**src/rtl/lsu_ld_pkg.sv**
```systemverilog
package lsu_ld_pkg;

  typedef enum logic [1:0] {
    SZ_BYTE = 2'd0,
    SZ_HALF = 2'd1,
    SZ_WORD = 2'd2,
    SZ_RSVD = 2'd3
  } ld_size_e;

  typedef enum logic [1:0] {
    ST_IDLE = 2'd0,
    ST_REQ  = 2'd1,
    ST_RESP = 2'd2,
    ST_WB   = 2'd3
  } ld_state_e;

  // The reserved code behaves as a full word everywhere.
  function automatic ld_size_e norm_size(input logic [1:0] raw);
    return (raw == 2'd3) ? SZ_WORD : ld_size_e'(raw);
  endfunction

endpackage

```
**src/rtl/lsu_ld_agen.sv**
```systemverilog
module lsu_ld_agen
  import lsu_ld_pkg::*;
#(
  parameter int XLEN  = 32,
  parameter int RAW   = 5,
  parameter int DISPW = 16
) (
  input  logic [RAW-1:0]  base_sel,
  input  logic [XLEN-1:0] base_val,
  input  logic [XLEN-1:0] index_val,
  input  logic [DISPW-1:0] disp,
  input  logic            indexed,
  input  ld_size_e        size,
  output logic [XLEN-1:0] ea,
  output logic            misaligned
);
  localparam int OFFW = $clog2(XLEN/8);

  logic [XLEN-1:0] base_op;
  logic [XLEN-1:0] addend;

  always_comb begin
    base_op = (base_sel == '0) ? '0 : base_val;
    addend  = indexed ? index_val : {{(XLEN-DISPW){disp[DISPW-1]}}, disp};
    ea      = base_op + addend;
    unique case (size)
      SZ_BYTE: misaligned = 1'b0;
      SZ_HALF: misaligned = ea[0];
      default: misaligned = |ea[OFFW-1:0];
    endcase
  end
endmodule

```
**src/rtl/lsu_ld_extend.sv**
```systemverilog
module lsu_ld_extend
  import lsu_ld_pkg::*;
#(
  parameter int XLEN = 32
) (
  input  logic [XLEN-1:0]          word_i,
  input  logic [$clog2(XLEN/8)-1:0] off_i,
  input  ld_size_e                 size_i,
  input  logic                     sgn_i,
  output logic [XLEN-1:0]          data_o
);
  localparam int NBYTE = XLEN / 8;
  localparam int NHALF = XLEN / 16;
  localparam int OFFW  = $clog2(NBYTE);

  logic [7:0]  lane_b [NBYTE];
  logic [15:0] lane_h [NHALF];

  // Big-endian: lane 0 is the most significant slice.
  for (genvar gb = 0; gb < NBYTE; gb++) begin : g_blane
    assign lane_b[gb] = word_i[XLEN-1-8*gb -: 8];
  end
  for (genvar gh = 0; gh < NHALF; gh++) begin : g_hlane
    assign lane_h[gh] = word_i[XLEN-1-16*gh -: 16];
  end

  logic [15:0] half_sel;

  always_comb begin
    half_sel = lane_h[off_i[OFFW-1:1]];
    unique case (size_i)
      SZ_BYTE: data_o = {{(XLEN-8){1'b0}}, lane_b[off_i]};
      SZ_HALF: data_o = {{(XLEN-16){sgn_i & half_sel[15]}}, half_sel};
      default: data_o = word_i;
    endcase
  end
endmodule

```
**src/rtl/lsu_ld_ctrl.sv**
```systemverilog
module lsu_ld_ctrl
  import lsu_ld_pkg::*;
(
  input  logic clk,
  input  logic rst_n,
  input  logic in_valid,
  input  logic misaligned,
  input  logic req_ready,
  input  logic rsp_valid,
  input  logic wb_ready,
  output logic in_ready,
  output logic accept,
  output logic req_valid,
  output logic rsp_ready,
  output logic rsp_take,
  output logic wb_valid
);
  ld_state_e st_q, st_d;

  always_comb begin
    st_d = st_q;
    unique case (st_q)
      ST_IDLE: if (in_valid && !misaligned) st_d = ST_REQ;
      ST_REQ:  if (req_ready)               st_d = ST_RESP;
      ST_RESP: if (rsp_valid)               st_d = ST_WB;
      ST_WB:   if (wb_ready)                st_d = ST_IDLE;
      default:                              st_d = ST_IDLE;
    endcase
  end

  always_ff @(posedge clk) begin
    if (!rst_n) st_q <= ST_IDLE;
    else        st_q <= st_d;
  end

  assign in_ready  = (st_q == ST_IDLE);
  assign accept    = in_ready & in_valid;
  assign req_valid = (st_q == ST_REQ);
  assign rsp_ready = (st_q == ST_RESP);
  assign rsp_take  = rsp_ready & rsp_valid;
  assign wb_valid  = (st_q == ST_WB);
endmodule

```
**src/rtl/lsu_load_unit.sv**
```systemverilog
module lsu_load_unit
  import lsu_ld_pkg::*;
#(
  parameter int XLEN  = 32,
  parameter int RAW   = 5,
  parameter int DISPW = 16
) (
  input  logic             clk,
  input  logic             rst_n,
  input  logic             in_valid,
  output logic             in_ready,
  input  logic [1:0]       in_size,
  input  logic             in_signed,
  input  logic             in_update,
  input  logic             in_indexed,
  input  logic [RAW-1:0]   in_base_sel,
  input  logic [RAW-1:0]   in_dst_sel,
  input  logic [XLEN-1:0]  in_base_val,
  input  logic [XLEN-1:0]  in_index_val,
  input  logic [DISPW-1:0] in_disp,
  output logic             req_valid,
  input  logic             req_ready,
  output logic [XLEN-1:0]  req_addr,
  output logic [1:0]       req_size,
  input  logic             rsp_valid,
  output logic             rsp_ready,
  input  logic [XLEN-1:0]  rsp_data,
  output logic             wb_valid,
  input  logic             wb_ready,
  output logic [RAW-1:0]   wb_dst_sel,
  output logic [XLEN-1:0]  wb_dst_data,
  output logic             wb_base_we,
  output logic [RAW-1:0]   wb_base_sel,
  output logic [XLEN-1:0]  wb_base_data,
  output logic             align_err,
  output logic             form_err
);
  localparam int OFFW = $clog2(XLEN/8);

  ld_size_e        size_n;
  logic [XLEN-1:0] ea;
  logic            misaligned;
  logic            accept;
  logic            rsp_take;
  logic            bad_form;
  logic [XLEN-1:0] ext_data;

  ld_size_e        size_q;
  logic            sgn_q;
  logic            upd_ok_q;
  logic [RAW-1:0]  base_sel_q;
  logic [RAW-1:0]  dst_sel_q;
  logic [XLEN-1:0] ea_q;
  logic [XLEN-1:0] data_q;
  logic            align_q;
  logic            form_q;

  assign size_n   = norm_size(in_size);
  assign bad_form = in_update & ((in_base_sel == '0) | (in_base_sel == in_dst_sel));

  lsu_ld_agen #(.XLEN(XLEN), .RAW(RAW), .DISPW(DISPW)) u_agen (
    .base_sel   (in_base_sel),
    .base_val   (in_base_val),
    .index_val  (in_index_val),
    .disp       (in_disp),
    .indexed    (in_indexed),
    .size       (size_n),
    .ea         (ea),
    .misaligned (misaligned)
  );

  lsu_ld_ctrl u_ctrl (
    .clk        (clk),
    .rst_n      (rst_n),
    .in_valid   (in_valid),
    .misaligned (misaligned),
    .req_ready  (req_ready),
    .rsp_valid  (rsp_valid),
    .wb_ready   (wb_ready),
    .in_ready   (in_ready),
    .accept     (accept),
    .req_valid  (req_valid),
    .rsp_ready  (rsp_ready),
    .rsp_take   (rsp_take),
    .wb_valid   (wb_valid)
  );

  lsu_ld_extend #(.XLEN(XLEN)) u_ext (
    .word_i (rsp_data),
    .off_i  (ea_q[OFFW-1:0]),
    .size_i (size_q),
    .sgn_i  (sgn_q),
    .data_o (ext_data)
  );

  always_ff @(posedge clk) begin
    if (!rst_n) begin
      size_q     <= SZ_BYTE;
      sgn_q      <= 1'b0;
      upd_ok_q   <= 1'b0;
      base_sel_q <= '0;
      dst_sel_q  <= '0;
      ea_q       <= '0;
      data_q     <= '0;
      align_q    <= 1'b0;
      form_q     <= 1'b0;
    end else begin
      align_q <= accept & misaligned;
      form_q  <= accept & bad_form;
      if (accept) begin
        size_q     <= size_n;
        sgn_q      <= in_signed;
        upd_ok_q   <= in_update & ~bad_form;
        base_sel_q <= in_base_sel;
        dst_sel_q  <= in_dst_sel;
        ea_q       <= ea;
      end
      if (rsp_take) data_q <= ext_data;
    end
  end

  assign req_addr     = {ea_q[XLEN-1:OFFW], {OFFW{1'b0}}};
  assign req_size     = size_q;
  assign wb_dst_sel   = dst_sel_q;
  assign wb_dst_data  = data_q;
  assign wb_base_we   = wb_valid & upd_ok_q;
  assign wb_base_sel  = base_sel_q;
  assign wb_base_data = ea_q;
  assign align_err    = align_q;
  assign form_err     = form_q;
endmodule

```
**config.mk**
```make
export PLATFORM = sky130hd
export DESIGN_NAME = lsu_load_unit
export DESIGN_NICKNAME = d
export VERILOG_FILES = /design/src/rtl/lsu_ld_pkg.sv /design/src/rtl/lsu_ld_agen.sv /design/src/rtl/lsu_ld_extend.sv /design/src/rtl/lsu_ld_ctrl.sv /design/src/rtl/lsu_load_unit.sv
export SDC_FILE = /design/constraint.sdc
export NUM_CORES = 1
export LEC_CHECK = 0
export BUFFER_PORTS_ARGS = -buffer_cell sky130_fd_sc_hd__buf_2
export CAP_MARGIN = 20
export CORE_UTILIZATION = 49
export CTS_BUF_LIST = sky130_fd_sc_hd__clkbuf_16
export CTS_CLUSTER_SIZE = 8
export DETAILED_ROUTE_END_ITERATION = 8
export PLACE_DENSITY = 0.85
export SYNTH_ARGS = -nofsm -noshare
export SYNTH_HDL_FRONTEND = slang
export SYNTH_SLANG_ARGS = --single-unit
export TNS_END_PERCENT = 50
```
**constraint.sdc**
```tcl
create_clock -name clk -period 5.2 [get_ports clk]
set_input_delay 0.78 -clock clk [delete_from_list [all_inputs] [get_ports clk]]
set_output_delay 0.78 -clock clk [all_outputs]
set_load 0.02 [all_outputs]
```
# == Word-level counts from Yosys, hierarchy flattened ==
# Cells that the tools add are included.
# word_totals
register_bits,82
inputBits,133
elab_cells,60
output_inout_bits,115
# classes
n_eq_ne,11
bitwise_logic,12
n_addsub,1
mux,16
reduce_logical,8
order_cmp,2
# ops
cell,count
$mux W32,2
$pmux W32 S2,1
$mux W16,3
$add A32 B32 Y32,1
$bmux W8 S2,1
$mux W8,2
$mux W2,5
$and A1 B1 Y1,8
$pmux W2 S4,1
$eq A2 B1 Y1 const B,3
$eq A2 B2 Y1 const B,3
$logic_not A2 Y1,3
$eq A5 B5 Y1,1
$logic_not A5 Y1,1
$ne A2 B1 Y1 const B,2
$ne A2 B2 Y1 const B,2
$reduce_and A4 Y1,1
$ge A3 B3 Y1 const B,1
$not A2 Y3,1
$ge A2 B2 Y1 const B,1
$not A1 Y2,1
$pmux W1 S2,1
$reduce_or A2 Y1,1
$logic_and A1 B1 Y1,1
3 further kinds,3

# == Logic depth before layout (Yosys ltp) ==
# depth
word_depth,9
depth_mapped,14
depth_no_buf,12

# == Modules after synthesis ==
# Synthesis repeated with hierarchy kept, for this count alone.
# hier_totals
cells_unflattened,771
hier_area_um2,6465.0
# modules_own_cells
mod,cells_each,instances,area_per_inst_um2,seq_area_each_um2
lsu_load_unit,303,1,3347.0,1601.5
lsu_ld_agen,358,1,2383.5,0.0
lsu_ld_extend,87,1,530.5,0.0
lsu_ld_ctrl,23,1,203.9,40.0

# == Worst setup path before layout ==
# Ideal clock, no wire load.
# synth_path
path_kind,in2reg
from,input port in_base_sel[0]
to,"register ea_q[16], in the netlist wb_base_data[16]"
cell_stages,13
t_arrival_ns,3.899
setup_time_ns,0.117
slack_ns,1.184
path_cell_list,or4_1 > nor2_1 > clkbuf_1 > nor2b_1 > ha_1 > fa_1 > a211oi_2 > o21ai_0 > nand2_1 > a211oi_1 > o31a_1 > or3_1 > a32o_1
# synth_between
elab_chain_cells,3
# synth_rtl
item,line,rtl
"start, declared",lsu_load_unit.sv:16,"input logic [RAW-1:0] in_base_sel,"
$logic_not A5 Y1,lsu_ld_agen.sv:23,base_op = (base_sel == '0) ? '0 : base_val;
$mux W32,lsu_ld_agen.sv:23,
$add A32 B32 Y32,lsu_ld_agen.sv:25,ea = base_op + addend;
"end signal, assigned",lsu_load_unit.sv:103,ea_q <= '0;
"end signal, assigned",lsu_load_unit.sv:116,ea_q <= ea;
"end, declared",lsu_load_unit.sv:53,logic [XLEN-1:0] ea_q;
# Every way passes these cells.
# A chain may end at the register's enable or synchronous reset.

# == Final worst setup path ==
# layout_path
from,input port in_base_sel[0]
to,"register ea_q[23], in the netlist wb_base_data[23]"
# The elaborated chain is that of the path after synthesis.

==> qor.yml <==
run_status: "complete, no violations"
yosys-top-cells-area: "dfxtp_1, nand2_1, ha_1"
area_delta_synth_final_pct: 22.27
max_slew.worst_pin.slew_ns: 1.032
holdPathStages: 2
drc: 0
grt_max_degree: 68
gpl.final_weighted_congestion: 0.9678
netlist-cell-type-count: 66
maxSlewViolCount: 0
global_route.overflow_total: 0
grt.total_usage_pct: 27.64
asyncSetResetFlopFracSynth_pct: 0
worst-setup-path-type: "in2reg"
first_global_vias: 5830
vdd_ir_drop_max_mv: 0.1921
final-instance-count-excl-fill: 1114
place.detailed.instances: 1096
synth.cell_area_mm2: 0.006007
synthesis_warning_total: 0
worstHoldPathType: "reg2reg"
floorplan.die.width_um: 112.7
clock_sink_count: 82
synthesis.instances: 782
die_h_um: 112.7
rsz0062_at_grt: "false"
arrival_ns: 4.32
setup_total_negative_slack_ns: 0
whs_ns: 0.4634
hpwl_mm: 13.61
fmaxAchievable_ghz: 0.2478
io_buffers: 245
drive_gt1_share_pct: 31.02
setup.worst_path.end_class: "flip-flop"
floorplan.initialDensity_pct: 50.22
setup_viol: 0
synth_ff_type: "dfxtp_1"
post-place-ws_ns: 0.8367
synth_seq_cells: 82
avgViaCountPerCell: 5.736
drt-total-wl_mm: 18.08
die-area_mm2: 0.01271
cts-buffers-inserted: 9
cts_htree_levels: 3
worst_slew_margin_rel_pct: 31.10
post-cts-setup-buffer-count: 0
max_stage_delay_cell_worst_path: "or4_1"
placement_rows: 40
worst_path_largest_cell_delay_ns: 0.56
final.period_utilization_pct: 77.61
detail_route.first_pass.iterations: 5
worst-r2r-cell-count: 6
finish.instance_area_mm2: 0.007345
critical-path-top-cell-by-count: "or4_1"
core_region_area_mm2: 0.01196
worst-path-max-fanout: 21
critical_path_buf_inv_count: 2
grt_first_pass_wirelength_mm: 28.19
worst_slack_ns: 1.164
crit_cells: 12
clockBufferDepth: 2
cts_repair_resize_count: 0
cts_tree: "built"
syn-mean-instance-area_um2: 7.682
p_leak_nw: 3.659
critPathTopFamily: "simple AND/OR/NAND/NOR gates"
cp_cell_sequence: "buf_2 > or4_1 > nor2_2 > buf_4 > nor2b_1 > ha_1 > and3_1 > and4_1 > o211ai_1 > and2_1 > or4_1 > nand3_1"
root_buffer_cell: "clkbuf_16"
cts_hold_repair.buffers: 0
finish.net_count: 1131
synth_top_area_share_pct: 27.33
synth.largest_area_cell: "dfxtp_1"
synth_edf_count: 0
io_pins: 248
number_of_hold_violations_in_the_final_report: 0
critical_path_data_required_time_ns: 5.49
vias: 6390
worstSkewPairLatency_ns: 0.34
num_antenna_cells: 0
initial_antenna_violation_count: 0
clock_pin_slew_reported_for_the_worst_setup_and_hold_paths_after_clock_tree_synthesis_ns: 0.06
route.antenna.remaining_nets: 0
route.detailed.wl_per_inst_um: 16.23
sequential_share_of_the_synthesized_area_pct: 27.33
max_cap_viol_count: 0
finalClockSkew_ns: 0.006424
startpoint_type: "input pin"
detail_route.iter0.violations: 524
period_minus_slack_ns: 4.036
power_density_mw_per_mm2: 379.8
placed_cell_area_mm2: 0.007020
## cell usage in the layout (no fill, tap or decap), types with 13 or more instances in the layout
master    netlist  routed
ha_1           35      35
nand2_1       121     121
o21ai_0        66      66
buf_2           8     245
a21oi_1        50      50
nor2_1         47      46
a21boi_0       17      17
mux2_2         16      16
xnor2_1        13      13
inv_1          15      15
dfxtp_1        82      82
a211oi_1       13      13
and2_1         13      13
mux2i_1        14      14
nor2b_1        34      34
## per-stage QoR
stage,util [%],total power (W)
after CTS,61.21,0.002775
after global routing,61.40,0.002938
after detailed placement,58.69,0.002116
after global placement,58.69,0.002091
final,61.40,0.002790
after floorplan,-,0.001795
## where the power goes
group | internal (W) | switching [W]
sequential | 0.000760 | 0.000106
clock | 0.000376 | 0.000278
combinational | 0.000461 | 0.000809
## final cells by class
cell class,count,area [µm²]
clock buffers,9,225.2
clock inverters,7,76.32
fillers,1104,4617
inverters,15,56.30
multi-input cells,602,3875
flip-flops and latches,82,1642
well taps,147,183.9
repair buffers,252,1286
## flip-flops by register name, indices dropped and copies added (netlist names)
name          flops
wb_base_data     32
wb_dst_data      32
wb_base_sel       5
wb_dst_sel        5
req_size          2
u_ctrl.st_q       2
align_err         1
form_err          1
sgn_q             1
upd_ok_q          1
## cell families after synthesis
family	after synthesis	share of synthesized area, %
and+or+nand+nor	272	21.35
AOI/OAI and AO/OA	237	26.31
buffers and inverters	99	8.352
DFF	82	27.33
adders and majority gates	36	7.623
muxes	30	5.332
xor gates and xnor gates	25	3.645
other	1	0.06243
## cell usage after synthesis (all sizes together), types with 14 or more instances
| master | instances |
|---|---|
| mux2i | 14 |
| clkbuf | 43 |
| o21ai | 69 |
| ha | 35 |
| nand2 | 121 |
| nor2 | 50 |
| a21boi | 17 |
| buf | 41 |
| a211oi | 15 |
| nor2b | 34 |
| inv | 15 |
| dfxtp | 82 |
| a21oi | 50 |
| mux2 | 16 |
## routing by layer
metal  GRT usage [%]  up-vias  part of all wire (%)
met1           33.18     2945                    42
li1                -     3101                     -
met3           4.231       38                   6.7
met5               0        -                     0
met2           49.55      306                    49
met4           10.67        0                   2.5
## worst paths after layout
kind / startpoint / endpoint / slack, ns
max: in_base_sel[0] / wb_base_data[23] / 1.16
min: wb_base_sel[3] / wb_base_sel[3] / 0.46
max reg2reg: u_ctrl.st_q[1] / wb_base_data[23] / 2.16
min reg2reg: wb_base_sel[3] / wb_base_sel[3] / 0.46
## worst reg2reg max path: stages (launching register included)
cell and delay, ns:
dfxtp_1 0.34, inv_1 0.09, ha_1 0.26, and2_1 0.81
nand2_1 0.70, or4_1 0.69, nand3_1 0.09
Note: power is estimated with default switching activity, not from simulation.
